## config.mk

```make
export PLATFORM = sky130hd
export DESIGN_NAME = dbg_qual
export DESIGN_NICKNAME = d
export VERILOG_FILES = /design/src/rtl/dbg_qual_pkg.sv /design/src/rtl/priv_decode.sv /design/src/rtl/bp_qual.sv /design/src/rtl/wp_qual.sv /design/src/rtl/status_sel.sv /design/src/rtl/dbg_qual.sv
export SDC_FILE = /design/constraint.sdc
export NUM_CORES = 1
export LEC_CHECK = 0
export ABC_AREA = 1
export ABC_CLOCK_PERIOD_IN_PS = 900
export BUFFER_PORTS_ARGS = -buffer_cell sky130_fd_sc_hd__buf_2
export CAP_MARGIN = 15
export CORE_AREA = 2 2 104 106
export DETAILED_ROUTE_END_ITERATION = 6
export DIE_AREA = 0 0 106 108
export PLACE_DENSITY_LB_ADDON = 0.2
export SLEW_MARGIN = 20
export SYNTH_ARGS = -nofsm -noshare
export SYNTH_HDL_FRONTEND = slang
export SYNTH_SLANG_ARGS = --single-unit
```

## constraint.sdc

```tcl
create_clock -name vclk -period 0.9
set_clock_uncertainty 0.1 [all_clocks]
set_input_delay 0.045 -clock vclk [all_inputs]
set_output_delay 0.045 -clock vclk [all_outputs]
set_load 0.01 [all_outputs]
```

## src/rtl/dbg_qual_pkg.sv

```systemverilog
package dbg_qual_pkg;

  localparam int CTL_W_DEF  = 64;
  localparam int STAT_W_DEF = 64;
  localparam int NUM_WP_DEF = 2;

  // big-endian bit numbers within a control or status word
  localparam int BP_CLS_HI_BE = 62;
  localparam int BP_CLS_LO_BE = 63;
  localparam int WP_XSEL_BE   = 59;
  localparam int WP_XIGN_BE   = 60;
  localparam int WP_HVEN_BE   = 61;
  localparam int WP_SVEN_BE   = 62;
  localparam int WP_PREN_BE   = 63;
  localparam int ST_STG_BE    = 41;
  localparam int ST_TRC_A_BE  = 33;
  localparam int ST_TRC_B_BE  = 43;

  typedef enum logic [1:0] {
    BPC_NEVER   = 2'd0,
    BPC_PROBLEM = 2'd1,
    BPC_SUPER   = 2'd2,
    BPC_HYPER   = 2'd3
  } bp_class_e;

  typedef enum logic [1:0] {
    EXC_NONE    = 2'd0,
    EXC_STORAGE = 2'd1,
    EXC_TRACE   = 2'd2
  } exc_kind_e;

endpackage

```

## src/rtl/priv_decode.sv

```systemverilog
module priv_decode
  import dbg_qual_pkg::*;
(
  input  logic      pr_i,
  input  logic      hv_i,
  output bp_class_e cls_o
);

  always_comb begin
    if (pr_i)      cls_o = BPC_PROBLEM;
    else if (hv_i) cls_o = BPC_HYPER;
    else           cls_o = BPC_SUPER;
  end

endmodule

```

## src/rtl/bp_qual.sv

```systemverilog
module bp_qual
  import dbg_qual_pkg::*;
#(
  parameter int CTL_W = CTL_W_DEF
) (
  input  logic [CTL_W-1:0] ctl_i,
  input  logic             match_i,
  input  bp_class_e        cls_i,
  output logic             hit_o
);

  localparam int HI = CTL_W - 1 - BP_CLS_HI_BE;
  localparam int LO = CTL_W - 1 - BP_CLS_LO_BE;

  bp_class_e field;
  logic      unused_ctl;

  assign field      = bp_class_e'({ctl_i[HI], ctl_i[LO]});
  assign unused_ctl = ^ctl_i;
  assign hit_o      = match_i && (field != BPC_NEVER) && (field == cls_i);

  always_comb begin
    a_r4_bp_gate: assert (match_i || !hit_o)
      else $error("R4 breakpoint hit without raw match");
    a_r4_never: assert ((field != BPC_NEVER) || !hit_o)
      else $error("R4 class 0 produced a hit");
  end

endmodule

```

## src/rtl/wp_qual.sv

```systemverilog
module wp_qual
  import dbg_qual_pkg::*;
#(
  parameter int CTL_W = CTL_W_DEF
) (
  input  logic [CTL_W-1:0] ctl_i,
  input  logic             match_i,
  input  logic             pr_i,
  input  logic             hv_i,
  input  logic             dr_i,
  output logic             hit_o
);

  localparam int XSEL = CTL_W - 1 - WP_XSEL_BE;
  localparam int XIGN = CTL_W - 1 - WP_XIGN_BE;
  localparam int HVEN = CTL_W - 1 - WP_HVEN_BE;
  localparam int SVEN = CTL_W - 1 - WP_SVEN_BE;
  localparam int PREN = CTL_W - 1 - WP_PREN_BE;

  logic priv_ok;
  logic xlat_ok;
  logic unused_ctl;

  assign unused_ctl = ^ctl_i;

  always_comb begin
    if (pr_i && !ctl_i[PREN])      priv_ok = 1'b0;
    else if (hv_i && !ctl_i[HVEN]) priv_ok = 1'b0;
    else                           priv_ok = ctl_i[SVEN];
  end

  assign xlat_ok = ctl_i[XIGN] || (dr_i == ctl_i[XSEL]);
  assign hit_o   = match_i && priv_ok && xlat_ok;

  always_comb begin
    a_r4_wp_gate: assert (match_i || !hit_o)
      else $error("R4 watchpoint hit without raw match");
    a_r5_pr_off: assert (!(pr_i && !ctl_i[PREN]) || !hit_o)
      else $error("R5 problem-state watchpoint not suppressed");
    a_r5_hv_off: assert (!(hv_i && !ctl_i[HVEN]) || !hit_o)
      else $error("R5 hypervisor watchpoint not suppressed");
    a_r5_sv_off: assert (ctl_i[SVEN] || !hit_o)
      else $error("R5 watchpoint fired with supervisor enable clear");
    a_r6_xlat: assert (ctl_i[XIGN] || (dr_i == ctl_i[XSEL]) || !hit_o)
      else $error("R6 translation mode mismatch fired");
  end

endmodule

```

## src/rtl/status_sel.sv

```systemverilog
module status_sel
  import dbg_qual_pkg::*;
#(
  parameter int NUM_WP = NUM_WP_DEF,
  parameter int STAT_W = STAT_W_DEF
) (
  input  logic              bp_hit_i,
  input  logic [NUM_WP-1:0] wp_hit_i,
  output exc_kind_e         kind_o,
  output logic [STAT_W-1:0] status_o
);

  localparam logic [STAT_W-1:0] ONE     = {{(STAT_W-1){1'b0}}, 1'b1};
  localparam logic [STAT_W-1:0] STG_VAL = ONE << (STAT_W - 1 - ST_STG_BE);
  localparam logic [STAT_W-1:0] TRC_VAL = (ONE << (STAT_W - 1 - ST_TRC_A_BE)) |
                                          (ONE << (STAT_W - 1 - ST_TRC_B_BE));

  // breakpoint precedes the data access it would have guarded
  always_comb begin
    if (bp_hit_i) begin
      kind_o   = EXC_TRACE;
      status_o = TRC_VAL;
    end else if (|wp_hit_i) begin
      kind_o   = EXC_STORAGE;
      status_o = STG_VAL;
    end else begin
      kind_o   = EXC_NONE;
      status_o = '0;
    end
  end

endmodule

```

## src/rtl/dbg_qual.sv

```systemverilog
module dbg_qual
  import dbg_qual_pkg::*;
#(
  parameter int CTL_W  = CTL_W_DEF,
  parameter int STAT_W = STAT_W_DEF,
  parameter int NUM_WP = NUM_WP_DEF
) (
  input  logic                        state_pr_i,
  input  logic                        state_hv_i,
  input  logic                        state_dr_i,
  input  logic [CTL_W-1:0]            bp_ctl_i,
  input  logic                        bp_match_i,
  input  logic [NUM_WP-1:0][CTL_W-1:0] wp_ctl_i,
  input  logic [NUM_WP-1:0]           wp_match_i,
  output logic                        bp_hit_o,
  output logic [NUM_WP-1:0]           wp_hit_o,
  output logic [1:0]                  excp_kind_o,
  output logic [STAT_W-1:0]           excp_status_o
);

  bp_class_e cur_cls;
  exc_kind_e kind;

  priv_decode u_priv (
    .pr_i  (state_pr_i),
    .hv_i  (state_hv_i),
    .cls_o (cur_cls)
  );

  bp_qual #(.CTL_W(CTL_W)) u_bp (
    .ctl_i   (bp_ctl_i),
    .match_i (bp_match_i),
    .cls_i   (cur_cls),
    .hit_o   (bp_hit_o)
  );

  for (genvar g = 0; g < NUM_WP; g++) begin : g_wp
    wp_qual #(.CTL_W(CTL_W)) u_wp (
      .ctl_i   (wp_ctl_i[g]),
      .match_i (wp_match_i[g]),
      .pr_i    (state_pr_i),
      .hv_i    (state_hv_i),
      .dr_i    (state_dr_i),
      .hit_o   (wp_hit_o[g])
    );
  end

  status_sel #(.NUM_WP(NUM_WP), .STAT_W(STAT_W)) u_stat (
    .bp_hit_i (bp_hit_o),
    .wp_hit_i (wp_hit_o),
    .kind_o   (kind),
    .status_o (excp_status_o)
  );

  assign excp_kind_o = kind;

  always_comb begin
    a_r8_trace: assert (!bp_hit_o || (kind == EXC_TRACE))
      else $error("R8 breakpoint hit not reported as trace");
    a_r8_storage: assert (bp_hit_o || !(|wp_hit_o) || (kind == EXC_STORAGE))
      else $error("R8 watchpoint hit not reported as storage");
    a_r8_idle: assert ((kind != EXC_NONE) || (excp_status_o == '0))
      else $error("R8 status nonzero with no event");
    a_r1_problem: assert (!bp_hit_o || ({bp_ctl_i[1], bp_ctl_i[0]} != 2'd1) || state_pr_i)
      else $error("R1 problem-class breakpoint outside problem state");
    a_r3_hyper: assert (!bp_hit_o || ({bp_ctl_i[1], bp_ctl_i[0]} != 2'd3) ||
                        (!state_pr_i && state_hv_i))
      else $error("R3 hypervisor-class breakpoint outside hypervisor state");
  end

endmodule

```

==> results of run 1 <==
-- synth_stat cells --
master / count
conb_1: 1
nand2_1: 15
nand3_2: 1
buf_4: 67
a21oi_1: 1
nor2_2: 2
nand2_2: 4
nor2_1: 2
a21oi_2: 1
inv_1: 12
inv_2: 2
nor2_4: 2
-- routing by layer --
| metal | track usage [%] | part of all wire (%) |
|---|---|---|
| met5 | 0 | 0 |
| met4 | 0 | 0 |
| met3 | 1.21 | 24 |
| met2 | 2.58 | 44 |
| met1 | 2.02 | 32 |
-- cell families (layout without fill, tap and decap cells) --
family | Yosys count | in the layout
compound gates | 2 | 2
buf+inv | 81 | 40
other cells | 1 | 61
simple gates | 26 | 26
-- power groups by stage --
| stage | Sequential (mW) | Combinational (mW) | Clock [mW] |
|---|---|---|---|
| 2_1_floorplan | 0 | 0.407 | 0 |
| 3_3_place_gp | 0 | 0.265 | 0 |
| 3_5_place_dp | 0 | 0.265 | 0 |
| 4_1_cts | 0 | 0.291 | 0 |
| 5_1_grt | 0 | 0.356 | 0 |
| 6_report | 0 | 0.319 | 0 |
-- what timing repair did --
| action | CTS | global route |
|---|---|---|
| setup endpoints to repair | 2 | 6 |
| gates resized for setup | 15 | 13 |
| pin swaps | 7 | 9 |
| hold buffers | 0 | 0 |
-- cell type report --
type,count,area [um2],area share [%]
inverter,14,57.6,6.91
tap,136,170,20.4
multi-input combinational,89,428,51.4
timing repair buffer,26,178,21.3
-- worst min-delay path by stage --
stage	startpoint	to	slack, ns
2_1_floorplan	bp_match_i	bp_hit_o	0.11
3_3_place_gp	bp_match_i	excp_kind_o[1]	0.37
3_5_place_dp	bp_match_i	excp_kind_o[1]	0.36
4_1_cts	bp_match_i	excp_kind_o[1]	0.36
5_1_grt	bp_match_i	excp_status_o[30]	0.36
6_report	bp_match_i	excp_kind_o[1]	0.35
==> impl_metrics.json, run 1 <==
{
  "fin_hold_ws_ns": 0.350,
  "synth_top_family_by_area": "buffers and inverters",
  "p_int_uw": 101,
  "crit_type": "in2out",
  "synth-xor-area-share_pct": 0,
  "place_area_um2": 729,
  "power_uw": 319,
  "arrival_ns": 0.73,
  "stdcell_count": 265,
  "p_clk_share_pct": 0,
  "grt_pass1_wl_um": 1550,
  "cts_setup_buffers": 0,
  "p_switching_uw": 218,
  "overflow": 0,
  "num-fill-cells": 1207,
  "n_sequential_cell": 0,
  "critPathMaxFanout": 5,
  "hp-class": "in2out",
  "drc": 0,
  "setup_violations": 0,
  "final_area_um2": 833,
  "place.gp.congestion": 0.631,
  "synthMuxAreaShare_pct": 0,
  "fin_util_pct": 8.14,
  "cp.required_ns": 0.75,
  "grt_max_degree": 6,
  "synth_area_per_cell_um2": 6.43,
  "post-route-period-util_pct": 97.1,
  "mostFrequentLayoutCells": "conb_1 (61), buf_2 (19), inv_1 (10)",
  "track_usage_pct": 1.67,
  "yosys_warnings": 0,
  "pin_count": 267,
  "period_needed_ns": 0.874,
  "die_area_mm2": 0.0114,
  "post_drt_wl_per_cell_um": 4.74,
  "cp_num_cells": 7,
  "cp-startpoint": "state_hv_i",
  "hold-path-cell-count": 4,
  "viasPerCell": 1.80,
  "antenna_cells": 0,
  "drt_first_pass_iters": 2,
  "endpoint_kind": "output port",
  "dr.first_iter.drc_count": 6,
  "crit_path_frequent_cell": "nor2_4",
  "synthToLayoutAreaGrowth_pct": 17.9,
  "synth.largest_area_cell": "buf_4",
  "critPathTopFamily": "buffers and inverters",
  "synth_compound_area_share_pct": 1.95,
  "nets": 329,
  "dp_slack_ns": -0.0978,
  "p_sw_share_pct": 68.3,
  "finalWirelength_um": 1260,
  "core_area_mm2": 0.0102,
  "portBuffers": 26,
  "setup_ws_ns": 0.0264,
  "path_buf_inv": 3,
  "dieWidth_um": 106,
  "synth.area.top_cells": "buf_4 (71%), nand2_1 (8.0%), inv_1 (6.4%)",
  "netlist_instances": 110,
  "slowest_stage": "a21oi_4",
  "critPathLaunchType": "input pin",
  "dpl.cell_count": 265,
  "power.density_mw_per_mm2": 383,
  "die_h_um": 108,
  "layout_commonest_cell": "conb_1",
  "drv_slew": 0,
  "clkbuf_count": 0,
  "synth_fa_ha_area_share_pct": 0,
  "p_comb_share_pct": 100.0,
  "fin_setup_tns_ns": 0,
  "hpwl_um": 1140,
  "fmax_mhz": 1140,
  "initial_utilization_pct": 6.91,
  "slowest_delay_ns": 0.16,
  "drv_cap": 0,
  "synth_cell_type_count": 12,
  "grt_pass1_vias": 316,
  "seq_power_share_pct": 0,
  "leakagePower_nw": 0.485,
  "drive_gt1_share_pct": 38.0,
  "postRouteAntennaNets": 0,
  "crit_end": "excp_status_o[22]",
  "synthSimpleGateAreaFrac_pct": 18.9,
  "synth-seq-area-share_pct": 0,
  "yosysTopAreaCellShare_pct": 71.2,
  "crit_path_cell_trace": "buf_8, inv_6, a21oi_4, nor2_4, nor2_4, a21oi_2, buf_2",
  "rows": 37,
  "antenna_found_initial": 0,
  "hold_violations": 0,
  "final-seq-area_um2": 0,
  "via_count": 478,
  "rsz0062_at_grt": "yes",
  "status": "completed",
  "syn_area_um2": 707,
  "ir_drop_v": 0.0000863
}
(Power assumes the default switching activity.)
==> run 2, diff against run 1 <==
--- a/config.mk
+++ b/config.mk
@@ -7,7 +7,7 @@
 export LEC_CHECK = 0
 export ABC_AREA = 1
 export ABC_CLOCK_PERIOD_IN_PS = 900
-export BUFFER_PORTS_ARGS = -buffer_cell sky130_fd_sc_hd__buf_2
+export BUFFER_PORTS_ARGS = -buffer_cell sky130_fd_sc_hd__clkbuf_2
 export CAP_MARGIN = 15
 export CORE_AREA = 2 2 104 106
 export DETAILED_ROUTE_END_ITERATION = 6
==> run 2 against run 1 <==
Design area is 2.0% lower. First-iteration DRC count is 17% lower. Core utilization is 0.16 points lower. Maximum frequency is 0.47% higher. Clock-buffer cell count stayed put.
==> impl_metrics.json, run 2 (synthesized netlist as in run 1, its figures left out) <==
{
  "initial_utilization_pct": 6.91,
  "hold_violations": 0,
  "rows": 37,
  "hp-class": "in2out",
  "fin_setup_tns_ns": 0,
  "p_comb_share_pct": 100.0,
  "stdcell_count": 265,
  "drive_gt1_share_pct": 38.8,
  "cp.required_ns": 0.75,
  "power_uw": 312,
  "place_area_um2": 729,
  "rsz0062_at_grt": "yes",
  "critPathLaunchType": "input pin",
  "period_needed_ns": 0.869,
  "antenna_cells": 0,
  "grt_max_degree": 6,
  "status": "completed",
  "mostFrequentLayoutCells": "conb_1 (61), clkbuf_2 (19), nand2_1 (9)",
  "layout_commonest_cell": "conb_1",
  "arrival_ns": 0.72,
  "slowest_stage": "a21oi_2",
  "core_area_mm2": 0.0102,
  "nets": 329,
  "drv_slew": 0,
  "critPathMaxFanout": 2,
  "drv_cap": 0,
  "p_sw_share_pct": 69.2,
  "dieWidth_um": 106,
  "postRouteAntennaNets": 0,
  "die_h_um": 108,
  "portBuffers": 26,
  "dr.first_iter.drc_count": 5,
  "worstHoldStart": "bp_match_i",
  "n_sequential_cell": 0,
  "drc": 0,
  "antenna_found_initial": 1,
  "finalWirelength_um": 1210,
  "slowest_delay_ns": 0.14,
  "setup_violations": 0,
  "ir_drop_v": 0.0000835,
  "fin_hold_ws_ns": 0.333,
  "cts_hold_buf": 0,
  "drt_first_pass_iters": 4,
  "num-fill-cells": 1209,
  "hpwl_um": 1160,
  "final-seq-area_um2": 0,
  "place.gp.congestion": 0.601,
  "synthToLayoutAreaGrowth_pct": 15.6,
  "via_count": 474,
  "final_area_um2": 817,
  "leakagePower_nw": 0.486,
  "setup_ws_ns": 0.0305,
  "crit_path_cell_trace": "buf_6, nand2_2, inv_2, nand2_4, nor2_4, nand2_2, a21oi_2, buf_2",
  "grt_pass1_wl_um": 1460,
  "seq_power_share_pct": 0,
  "pin_count": 267,
  "p_switching_uw": 216,
  "endpoint_kind": "output port",
  "p_int_uw": 96.1,
  "overflow": 0,
  "power.density_mw_per_mm2": 382,
  "viasPerCell": 1.79,
  "post-route-period-util_pct": 96.6,
  "crit_path_frequent_cell": "nand2_2",
  "fmax_mhz": 1150,
  "clkbuf_count": 0,
  "dp_slack_ns": -0.118,
  "p_clk_share_pct": 0,
  "track_usage_pct": 1.60,
  "dpl.cell_count": 265,
  "die_area_mm2": 0.0114,
  "fin_util_pct": 7.99,
  "cp-startpoint": "wp_ctl_i[65]",
  "post_drt_wl_per_cell_um": 4.58,
  "grt_pass1_vias": 301,
  "crit_type": "in2out"
}
run 2: changes by cell type in the layout (fill, tap and decap cells not counted), sizes merged:
cell    delta
clkbuf    +19
buf       -19
run 2: power groups by stage:
stage | Combinational, mW | Sequential (mW) | Clock (mW)
2_1_floorplan | 0.407 | 0 | 0
6_report | 0.312 | 0 | 0
5_1_grt | 0.348 | 0 | 0
4_1_cts | 0.288 | 0 | 0
3_3_place_gp | 0.266 | 0 | 0
3_5_place_dp | 0.267 | 0 | 0
run 2: layer usage:
metal	wire length [um]	global-route usage [%]	vias to the layer above
li1	-	-	229
met1	410	2.09	189
met2	518	2.26	52
met3	271	1.15	2
met4	0	0	2
met5	12	0	-
run 2: worst max-delay path, delay by kind of cell:
kind	cells	cell delay [ns]
AO/OA/AOI/OAI	1	0.14
buffers and inverters	3	0.26
AND/OR/NAND/NOR	4	0.27
run 2: worst paths after layout:
check,to,cells after the start
worst max-delay path,excp_kind_o[0],8
worst min-delay path,excp_kind_o[1],4
run 2: repair_timing:
action                                 CTS  global route
setup endpoints to repair                3             6
endpoints found under the hold margin    0             0
gates resized for setup                 12            15
pin swaps                                3            10
setup buffers                            0             0
run 2: area by class of cell:
type | instances | area [um2] | share of cell area [%]
Tap cell | 136 | 170 | 20.8
Timing Repair Buffer | 26 | 169 | 20.7
Inverter | 14 | 55.1 | 6.74
Multi-Input combinational cell | 89 | 423 | 51.8
